===== src/rtl/ocal_pkg.sv =====
package ocal_pkg;

    typedef enum logic [1:0] {
        ST_RUN    = 2'd0,
        ST_DOWN   = 2'd1,
        ST_CAL    = 2'd2,
        ST_SETTLE = 2'd3
    } ocal_state_e;

endpackage


===== src/rtl/ocal_seq.sv =====
module ocal_seq
    import ocal_pkg::*;
#(
    parameter int CAL_LOG2 = 12,
    parameter int PD_MIN   = 2
) (
    input  logic clk,
    input  logic rst_n,
    input  logic pd_n,
    input  logic cal_en_n,
    input  logic smp_stb,
    output logic acc_clr,
    output logic acc_en,
    output logic off_load,
    output logic off_clr,
    output logic pass_en,
    output logic out_valid,
    output logic cal_busy,
    output logic force_low,
    output logic ifclk_in
);

    localparam int LOW_W = $clog2(PD_MIN + 1);

    typedef struct packed {
        ocal_state_e         st;
        logic [LOW_W-1:0]    low_cnt;
        logic [CAL_LOG2-1:0] win_cnt;
        logic                arm;
        logic                vld;
    } seq_t;

    seq_t q, d;
    logic pd_enter;

    always_comb begin
        d        = q;
        acc_clr  = 1'b0;
        acc_en   = 1'b0;
        off_load = 1'b0;
        off_clr  = 1'b0;
        pass_en  = 1'b0;

        pd_enter = !pd_n && (q.low_cnt >= LOW_W'(PD_MIN - 1)) && (q.st != ST_DOWN);

        if (pd_n)
            d.low_cnt = '0;
        else if (q.low_cnt != LOW_W'(PD_MIN))
            d.low_cnt = q.low_cnt + 1'b1;

        d.arm = !cal_en_n;
        d.vld = 1'b0;

        case (q.st)
            ST_RUN: begin
                if (pd_enter) begin
                    d.st = ST_DOWN;
                end else if (smp_stb) begin
                    pass_en = 1'b1;
                    d.vld   = 1'b1;
                end
            end
            ST_DOWN: begin
                if (pd_n) begin
                    if (q.arm) begin
                        d.st      = ST_CAL;
                        d.win_cnt = '0;
                        acc_clr   = 1'b1;
                    end else begin
                        d.st    = ST_RUN;
                        off_clr = 1'b1;
                    end
                end
            end
            ST_CAL: begin
                if (pd_enter) begin
                    d.st = ST_DOWN;
                end else if (smp_stb) begin
                    if (q.win_cnt == '1) begin
                        off_load = 1'b1;
                        d.st     = ST_SETTLE;
                    end else begin
                        acc_en    = 1'b1;
                        d.win_cnt = q.win_cnt + 1'b1;
                    end
                end
            end
            default: begin
                if (pd_enter)
                    d.st = ST_DOWN;
                else if (smp_stb)
                    d.st = ST_RUN;
            end
        endcase
    end

    always_ff @(posedge clk or negedge rst_n) begin
        if (!rst_n) begin
            q.st      <= ST_RUN;
            q.low_cnt <= '0;
            q.win_cnt <= '0;
            q.arm     <= 1'b0;
            q.vld     <= 1'b0;
        end else begin
            q <= d;
        end
    end

    assign out_valid = q.vld;
    assign force_low = (q.st != ST_RUN);
    assign ifclk_in  = (q.st == ST_DOWN);
    assign cal_busy  = (q.st == ST_CAL) || ((q.st == ST_DOWN) && q.arm);


    blank_needs_request_chk: assert property (@(posedge clk) disable iff (!rst_n)
        $rose(force_low) |-> !$past(pd_n));


    valid_not_blanked_chk: assert property (@(posedge clk) disable iff (!rst_n)
        out_valid |-> !force_low);


    busy_implies_blank_chk: assert property (@(posedge clk) disable iff (!rst_n)
        cal_busy |-> force_low);


    accum_only_busy_chk: assert property (@(posedge clk) disable iff (!rst_n)
        acc_en |-> cal_busy);


    settle_still_blank_chk: assert property (@(posedge clk) disable iff (!rst_n)
        $fell(cal_busy) |-> force_low);

endmodule


===== src/rtl/ocal_chan.sv =====
module ocal_chan #(
    parameter int DATA_W   = 20,
    parameter int CAL_LOG2 = 12
) (
    input  logic              clk,
    input  logic              rst_n,
    input  logic [DATA_W-1:0] din,
    input  logic              acc_clr,
    input  logic              acc_en,
    input  logic              off_load,
    input  logic              off_clr,
    input  logic              pass_en,
    input  logic              force_low,
    output logic [DATA_W-1:0] dout
);

    localparam int ACC_W = DATA_W + CAL_LOG2;
    localparam logic [DATA_W-1:0] SAT_MAX = {1'b0, {(DATA_W-1){1'b1}}};
    localparam logic [DATA_W-1:0] SAT_MIN = {1'b1, {(DATA_W-1){1'b0}}};

    typedef struct packed {
        logic [ACC_W-1:0]  acc;
        logic [DATA_W-1:0] off;
        logic [DATA_W-1:0] dout;
    } chan_t;

    chan_t q, d;
    logic [ACC_W-1:0]  din_ext;
    logic [ACC_W-1:0]  sum;
    logic [DATA_W:0]   diff;
    logic [DATA_W-1:0] corr;

    always_comb begin
        d       = q;
        din_ext = {{CAL_LOG2{din[DATA_W-1]}}, din};
        sum     = q.acc + din_ext;

        diff = {din[DATA_W-1], din} - {q.off[DATA_W-1], q.off};
        if (diff[DATA_W] != diff[DATA_W-1])
            corr = diff[DATA_W] ? SAT_MIN : SAT_MAX;
        else
            corr = diff[DATA_W-1:0];

        if (acc_clr)
            d.acc = '0;
        else if (acc_en)
            d.acc = sum;

        if (off_clr)
            d.off = '0;
        else if (off_load)
            d.off = sum[CAL_LOG2 +: DATA_W];

        if (pass_en)
            d.dout = corr;
        else if (force_low)
            d.dout = '0;
    end

    always_ff @(posedge clk or negedge rst_n) begin
        if (!rst_n) begin
            q.acc  <= '0;
            q.off  <= '0;
            q.dout <= '0;
        end else begin
            q <= d;
        end
    end

    assign dout = q.dout;


    blank_zero_chk: assert property (@(posedge clk) disable iff (!rst_n)
        force_low |=> (dout == '0));


    cleared_passes_chk: assert property (@(posedge clk) disable iff (!rst_n)
        off_clr |=> (q.off == '0));

endmodule


===== src/rtl/ocal_ctrl.sv =====
module ocal_ctrl #(
    parameter int DATA_W   = 20,
    parameter int CAL_LOG2 = 12,
    parameter int PD_MIN   = 2
) (
    input  logic              clk,
    input  logic              rst_n,
    input  logic              pd_n,
    input  logic              cal_en_n,
    input  logic              smp_stb,
    input  logic [DATA_W-1:0] din_l,
    input  logic [DATA_W-1:0] din_r,
    output logic [DATA_W-1:0] dout_l,
    output logic [DATA_W-1:0] dout_r,
    output logic              dout_valid,
    output logic              cal_busy,
    output logic              force_low,
    output logic              ifclk_in
);

    localparam int NCH = 2;

    logic acc_clr, acc_en, off_load, off_clr, pass_en;
    logic [DATA_W-1:0] din_a  [NCH];
    logic [DATA_W-1:0] dout_a [NCH];

    assign din_a[0] = din_l;
    assign din_a[1] = din_r;
    assign dout_l   = dout_a[0];
    assign dout_r   = dout_a[1];

    ocal_seq #(
        .CAL_LOG2 (CAL_LOG2),
        .PD_MIN   (PD_MIN)
    ) i_seq (
        .clk       (clk),
        .rst_n     (rst_n),
        .pd_n      (pd_n),
        .cal_en_n  (cal_en_n),
        .smp_stb   (smp_stb),
        .acc_clr   (acc_clr),
        .acc_en    (acc_en),
        .off_load  (off_load),
        .off_clr   (off_clr),
        .pass_en   (pass_en),
        .out_valid (dout_valid),
        .cal_busy  (cal_busy),
        .force_low (force_low),
        .ifclk_in  (ifclk_in)
    );

    for (genvar c = 0; c < NCH; c++) begin : g_chan
        ocal_chan #(
            .DATA_W   (DATA_W),
            .CAL_LOG2 (CAL_LOG2)
        ) i_chan (
            .clk       (clk),
            .rst_n     (rst_n),
            .din       (din_a[c]),
            .acc_clr   (acc_clr),
            .acc_en    (acc_en),
            .off_load  (off_load),
            .off_clr   (off_clr),
            .pass_en   (pass_en),
            .force_low (force_low),
            .dout      (dout_a[c])
        );
    end

endmodule


===== config.mk =====
export PLATFORM = sky130hd
export DESIGN_NAME = ocal_ctrl
export DESIGN_NICKNAME = d
export VERILOG_FILES = /design/src/rtl/ocal_pkg.sv /design/src/rtl/ocal_seq.sv /design/src/rtl/ocal_chan.sv /design/src/rtl/ocal_ctrl.sv
export SDC_FILE = /design/constraint.sdc
export NUM_CORES = 1
export LEC_CHECK = 0
export BUFFER_PORTS_ARGS = -buffer_cell sky130_fd_sc_hd__buf_4
export CAP_MARGIN = 20
export CORE_MARGIN = 8
export CORE_UTILIZATION = 25
export DETAILED_ROUTE_END_ITERATION = 10
export PLACE_DENSITY_LB_ADDON = 0.08
export SLEW_MARGIN = 40
export SYNTH_ARGS = -nofsm -noshare
export SYNTH_HDL_FRONTEND = slang
export SYNTH_SLANG_ARGS = --single-unit

===== constraint.sdc =====
create_clock -name clk -period 8.85 [get_ports clk]
set_input_delay 0.4425 -clock clk [delete_from_list [all_inputs] [get_ports clk]]
set_output_delay 0.4425 -clock clk [all_outputs]
set_load 0.1 [all_outputs]

==> out/metrics.yaml, run 1 <==
min_path:
  hold_end: "i_seq.q[1]"
  holdPathStages: 2
  hold_start: "cal_en_n"
  hold_class: "in -> reg"
global_routing:
  grt_start_max_net_pins: 88
  first_global_vias: 10240
  grt_usage: 0.144
  grt_pass1_wl_um: 62300
  grt_overflow_total: 0
  antenna_found_initial: 0
yosys:
  yosysUniqueCellTypes: 77
  synth_xor_area_frac: 0.0654
  seq_area_frac_synth: 0.337
  synth-compound-area-share: 0.250
  synth_edf_count: 0
  synth_top_family_by_area: "compound AO/OA/AOI/OAI gates"
  synth_area_um2: 12000
  ys.flop_type: "dfrtp_1"
  postSynthAreaPerCell_um2: 8.81
  synth_warnings: 0
  synthCells: 1367
  synth_mux_area_frac: 0.00509
  yosys.area_share.simple: 0.152
  synth_nets: 1521
  async_flop_share: 1.00
  synth_adder_area_share: 0.124
  ys_ff_latch: 162
critical_path:
  crit_family: "compound AO/OA/AOI/OAI gates"
  critical_path_class: "reg -> reg"
  max_stage_delay_ns: 0.67
  cp-start-kind: "flip-flop"
  cp.required_ns: 9.27
  cp_cell_sequence: "inv_1 -> ha_1 -> nor2b_1 -> o21ai_0 -> a21boi_0 -> o311ai_0 -> o211a_1 -> or3_1 -> nand3_1 -> a21oi_2 -> a221o_1"
  worstRegToRegCells: 11
  crit_buf_inv: 1
  r2r_slack_ns: 5.38
  arrival_ns: 3.89
  crit_slowest_cell: "o311ai_0"
  timing.rr.end: "g_chan[1].i_chan.dout[15]"
  critPathCaptureType: "flip-flop"
  crit_fanout: 13
  r2r_start: "g_chan[1].i_chan.q[21]"
  critPathLaunch: "g_chan[1].i_chan.q[21]"
cts:
  cts-root-buf: "clkbuf_16"
  numCtsBuffers: 17
  clk_latency_ns: 0.48
  clkSlewWorstSetupHoldPaths_ns: 0.07
  cts_sinks: 162
  clock_path_buffers: 2
  h-tree-depth: 4
  cts_tree: "yes"
finish:
  final_cell_area_um2: 13700
  diodes: 0
  areaGrowthSynthToFinish_pct: 14.1
  final_common_cell: "dfrtp_1"
  layout_common_cells: "dfrtp_1, nand2_1, ha_1"
  nets: 1545
  fill_cells: 5098
  drive_gt1_frac: 0.113
floorplan:
  initial_utilization: 0.253
  io_pins: 89
  row_count: 80
  dieArea_um2: 55400
  die_h_um: 235
  core_um2: 47600
  die_w_um: 235
sta:
  fmax_mhz: 288
  tightest_slew_ns: 0.817
  finalClockSkew_ns: 0.0124
  final_hold_viol_count: 0
  slew_viol_final: 0
  setup_violations: 0
  post-route-period-util: 0.392
  rsz0062_at_grt: "no"
  timing.setup.tns_ns: 0
  slew_headroom: 0.455
  layout_min_cycle_time_ns: 3.47
routing:
  totalWireLength_um: 39100
  ant_nets: 0
  first_iter_violations: 484
  via_per_inst: 4.93
  drc: 0
  via_count: 9950
  drtPass1Iterations: 5
  wl_per_cell_um: 19.4
placement:
  place_area_um2: 13100
  place_congestion: 0.785
  port_buffers: 88
  hpwl_um: 29300
pwr:
  ir_drop_mv: 0.210
  p_per_area_nw_per_um2: 310
  leakagePower_nw: 6.48
job:
  drv_cap: 0
run_status:
  outcome: "completed"
worst max-delay path by stage:
stage | end | slack (ns) | cells after the start
finish | g_chan[1].i_chan.dout[15] | 5.38 | 11
global route | g_chan[1].i_chan.dout[1] | 5.03 | 11
CTS | g_chan[1].i_chan.dout[15] | 5.29 | 11
detailed placement | g_chan[0].i_chan.dout[11] | 5.11 | 14
global placement | g_chan[1].i_chan.dout[14] | 4.93 | 11
floorplan | i_seq.q[13] | 5.48 | 8
cell type report:
cell class                      instances  area (um2)  share of cell area
Clock buffer                           20         457              0.0332
Tap cell                              615         769              0.0560
Multi-Input combinational cell       1031        7240               0.527
Sequential cell                       162        4050               0.295
Inverter                               80         300              0.0219
Timing Repair Buffer                   99         761              0.0554
Clock inverter                         12         158              0.0115
sequential cells by signal, summed over array words and instances, names as in the netlist:
name	flops
i_seq.q	17
g_chan.i_chan.q	104
g_chan.i_chan.dout	40
i_seq.out_valid	1
what timing repair did:
action / 4_1_cts / 5_1_grt
hold buffers: 1 / 0
buffers inserted: 0 / 0
gates resized for setup: 0 / 0
hold endpoints to repair: 56 / 0
logic make-up after synthesis:
logic type,after synthesis
simple gates,381
buf+inv,174
compound gates,436
fa+ha+maj,119
xor+xnor,89
flops,162
mux,6
synthesized netlist by cell type, types with 5 or more instances:
cell | count | area [um2]
a31oi_1 | 16 | 100
and3_1 | 29 | 181
a211oi_1 | 9 | 67.6
a21o_1 | 70 | 526
nand3_1 | 73 | 365
clkbuf_1 | 48 | 180
o21bai_1 | 8 | 60.1
o21a_1 | 17 | 128
or3_1 | 11 | 68.8
a21oi_1 | 97 | 485
nor2_1 | 64 | 240
and2_1 | 5 | 31.3
nor3_1 | 14 | 70.1
xor2_1 | 31 | 272
dfrtp_1 | 162 | 4050
nand2b_1 | 11 | 68.8
a221o_1 | 28 | 280
ha_1 | 105 | 1310
nand4_1 | 12 | 75.1
buf_4 | 40 | 300
a21boi_0 | 7 | 52.6
inv_1 | 80 | 300
a22o_1 | 34 | 298
nor2b_1 | 13 | 81.3
a211o_1 | 5 | 43.8
xnor2_1 | 57 | 499
mux2i_1 | 5 | 50.1
nand2_1 | 129 | 484
maj3_1 | 10 | 100
o21ai_0 | 91 | 455
through the flow:
step / setup WS (ns) / hold slack (ns) / util / cells / total power, mW
final: 5.38 / 0.0941 / 0.288 / 2019 / 4.26
after global routing: 5.03 / 0.0516 / 0.288 / 2019 / 4.56
after global placement: 4.93 / 0.467 / 0.275 / 1986 / 3.48
after detailed placement: 5.11 / 0.479 / 0.275 / 1986 / 3.48
after CTS: 5.29 / 0.0290 / 0.288 / 2019 / 4.33
after floorplan: 5.48 / 0.147 / - / 1367 / 3.00
report_power, final:
group          total [mW]  internal, mW  switching (mW)
combinational        2.38         0.729            1.65
sequential           1.07         0.942           0.129
clock               0.809         0.458           0.350
total                4.26          2.13            2.13
routing by layer:
layer / GRT usage / part of all wire / vias to the layer above
met5: 0 / 0 / -
met4: 0.0354 / 0.010 / 0
met3: 0.0308 / 0.028 / 21
met2: 0.220 / 0.45 / 104
met1: 0.203 / 0.51 / 4848
li1: - / - / 4977
No activity file was read; power rests on OpenSTA's default activity.
==> run 2: changes to the inputs <==
ABC_AREA = 1   (was default)
clock period = 3.2 ns   (was 8.85 ns; I/O delays follow)
==> run 2 against run 1 <==
Compared with the run above:
- core utilization shrank 0.34 points
- setup slack got worse by 4.9 ns
- cell area rose by 11%
- first-iteration DRC count is 58% higher
- via count grew 29%
- die area is 11% higher
- combinational power rose to 2.5 times the previous value
- critical path type unchanged
- highest routed layer unchanged
==> out/metrics.yaml, run 2 <==
run_status:
  outcome: "completed"  # unchanged
cts:
  cts_setup_buffers: 0  # unchanged
  clock_path_buffers: 2  # unchanged
  cts_tree: "yes"  # unchanged
  cts_sinks: 162  # unchanged
  cts-root-buf: "clkbuf_16"  # unchanged
  h-tree-depth: 4  # unchanged
  clkSlewWorstSetupHoldPaths_ns: 0.07  # about the same
  numCtsBuffers: 17  # unchanged
  clk_latency_ns: 0.48  # about the same
global_routing:
  antenna_found_initial: 0  # unchanged
  first_global_vias: 12649  # was 10.2k
  grt_pass1_wl_um: 74100  # was 62300 um
  grt_usage: 0.158  # was 0.144
  grt_overflow_total: 0  # unchanged
  grt_start_max_net_pins: 69  # was 88
finish:
  top_register: "g_chan.i_chan.q"  # unchanged
  layout_common_cells: "nand2_1, inv_1, nand3_1"  # was dfrtp_1, nand2_1, ha_1
  final_common_cell: "nand2_1"  # was dfrtp_1
  areaGrowthSynthToFinish_pct: 13.3  # was 14.1%
  nets: 2189  # was 1545
  diodes: 0  # unchanged
  largest_reg_flops: 104  # unchanged
  drive_gt1_frac: 0.0806  # was 0.113
  largest_registers: "g_chan.i_chan.q x104, g_chan.i_chan.dout x40, i_seq.q x17"  # unchanged
floorplan:
  io_pins: 89  # unchanged
  dieArea_um2: 61500  # was 55400 um2
  initial_utilization: 0.251  # was 0.253
  core_um2: 53500  # was 47600 um2
  die_w_um: 248  # was 235 um
  die_h_um: 248  # was 235 um
  row_count: 85  # was 80
placement:
  hpwl_um: 38300  # was 29300 um
  place_congestion: 0.859  # was 0.785
  dp_slack_ns: 0.459  # was 5.11 ns
  port_buffers: 88  # unchanged
critical_path:
  crit_family: "simple AND/OR/NAND/NOR gates"  # was compound AO/OA/AOI/OAI gates
  max_stage_delay_ns: 0.46  # was 0.67 ns
  r2r_slack_ns: 0.50  # was 5.38 ns
  critPathCaptureType: "flip-flop"  # unchanged
  crit_top_cell: "nand2_1"
  cp_cell_sequence: "ha_1 -> inv_1 -> fa_1 -> nand2_1 -> nand2_1 -> o21ai_0 -> inv_1 -> nand2_1 -> nand3_1 -> nand2_1 -> nand2_1 -> a21oi_4 -> nand2_1 -> nand2_1"  # was inv_1 -> ha_1 -> nor2b_1 -> o21ai_0 -> a21boi_0 -> o311ai_0 -> o211a_1 -> or3_1 -> nand3_1 -> a21oi_2 -> a221o_1
  critical_path_class: "reg -> reg"  # unchanged
  crit_buf_inv: 2  # was 1
  cp-start-kind: "flip-flop"  # unchanged
  arrival_ns: 3.12  # was 3.89 ns
  crit_fanout: 19  # was 13
  cp.required_ns: 3.62  # was 9.27 ns
  crit_slowest_cell: "fa_1"  # was o311ai_0
yosys:
  async_flop_share: 1.00  # unchanged
  synthTopCellsByCount: "nand2_1, inv_1, nand3_1"  # was dfrtp_1, nand2_1, ha_1
  yosysUniqueCellTypes: 45  # was 77
  synth_top_area_frac: 0.301  # was 0.337
  ys.flop_type: "dfrtp_1"  # unchanged
  synthCells: 1984  # was 1367
  synth_warnings: 0  # unchanged
  seq_area_frac_synth: 0.301  # was 0.337
  synth_nets: 2138  # was 1521
  ys_ff_latch: 162  # unchanged
  synth_area_leader_cell: "dfrtp_1"  # unchanged
  synth_area_leaders: "dfrtp_1, nand2_1, ha_1"  # was dfrtp_1, ha_1, a21o_1
  synth.most_common_cell: "nand2_1"  # was dfrtp_1
  synth_edf_count: 0  # unchanged
  postSynthAreaPerCell_um2: 6.78  # was 8.81 um2
  synth_area_um2: 13500  # was 12000 um2
sta:
  tightest_slew_ns: 0.738  # was 0.817 ns
  finalClockSkew_ns: 0.0121  # was 0.0124 ns
  fmax_mhz: 370  # was 288 MHz
  finalWorstSetupSlack_ns: 0.496  # was 5.38 ns
  final_hold_viol_count: 0  # unchanged
  timing.setup.tns_ns: 0  # unchanged
  post-route-period-util: 0.845  # was 0.392
  rsz0062_at_grt: "no"  # unchanged
  slew_headroom: 0.503  # was 0.455
  setup_violations: 0  # unchanged
  layout_min_cycle_time_ns: 2.70  # was 3.47 ns
  slew_viol_final: 0  # unchanged
pwr:
  ir_drop_mv: 0.521  # was 0.210 mV
  p_per_area_nw_per_um2: 719  # was 310 nW/um2
  leakagePower_nw: 7.77  # was 6.48 nW
routing:
  via_count: 12796  # was 9950
  totalWireLength_um: 47400  # was 39100 um
  ant_nets: 0  # unchanged
  drc: 0  # unchanged
  via_per_inst: 4.66  # was 4.93
  drtPass1Iterations: 7  # was 5
  wl_per_cell_um: 17.3  # was 19.4 um
  first_iter_violations: 767  # was 484
job:
  drv_cap: 0  # unchanged
min_path:
  hold_class: "in -> reg"  # unchanged
-- run 2: power by group --
part | internal [mW] | switching, mW | total (mW)
clock network | 1.19 | 0.943 | 2.13
logic | 1.62 | 4.39 | 6.01
registers | 2.53 | 0.301 | 2.83
total | 5.33 | 5.64 | 11.0
-- run 2: timing repair --
| item | in CTS | in global routing |
|---|---|---|
| endpoints found under the hold margin | 70 | 0 |
| gates resized for setup | 0 | 0 |
| hold buffers | 5 | 0 |
| setup endpoints to repair | 0 | 0 |
-- run 2: kinds of logic (layout without fill, tap and decap cells) --
kind of cell	after synthesis	after routing	share of synthesized area
xor gates and xnor gates	49	49	0.0319
adders and majority gates	109	109	0.104
buffers and inverters	262	326	0.0904
and+or+nand+nor	1131	1131	0.361
AOI/OAI and AO/OA	270	270	0.111
DFF	162	162	0.301
muxes	1	1	0.000744
-- run 2: tightest hold or removal path, cell delays in order --
cell and delay, ns:
buf_4 0.13, fa_1 0.16, a22o_1 0.12
-- run 2: worst paths after layout --
check / from / endpoint / depth (start not counted)
worst max-delay path: g_chan[0].i_chan.q[20] / g_chan[0].i_chan.dout[2] / 14
worst min-delay path: din_r[1] / g_chan[1].i_chan.q[41] / 3
worst max register to register: g_chan[0].i_chan.q[20] / g_chan[0].i_chan.dout[2] / 14
worst min register to register: g_chan[0].i_chan.q[50] / g_chan[0].i_chan.q[50] / 2
max in group asynchronous: rst_n / g_chan[1].i_chan.q[59] / 3
min in group asynchronous: rst_n / g_chan[0].i_chan.q[65] / 2
-- run 2: per-stage QoR --
step	hold WS [ns]	util	instances	instance area, um2	power [mW]
finish	0.127	0.285	2744	15200	11.0
CTS	0.0861	0.285	2744	15200	11.1
global placement	0.240	0.273	2707	14600	8.93
detailed placement	0.244	0.273	2707	14600	8.92
global route	0.115	0.285	2744	15200	11.8
floorplan	-0.136	-	1984	13500	7.62
-- run 2: per-layer routing --
metal | vias to the layer above | wire length (um) | global-route usage
li1 | 6578 | - | -
met1 | 5969 | 24000 | 0.218
met2 | 210 | 21000 | 0.249
met3 | 39 | 1510 | 0.0231
met4 | 0 | 882 | 0.0528
met5 | - | 0 | 0
-- run 2: layout make-up --
cell class / instances / area (um2)
clock buffer: 23 / 468
clock inverter: 9 / 106
fill: 5974 / 38300
inverter: 189 / 709
multi-input combinational: 1560 / 8190
sequential: 162 / 4050
tap: 696 / 871
timing repair buffer: 105 / 845
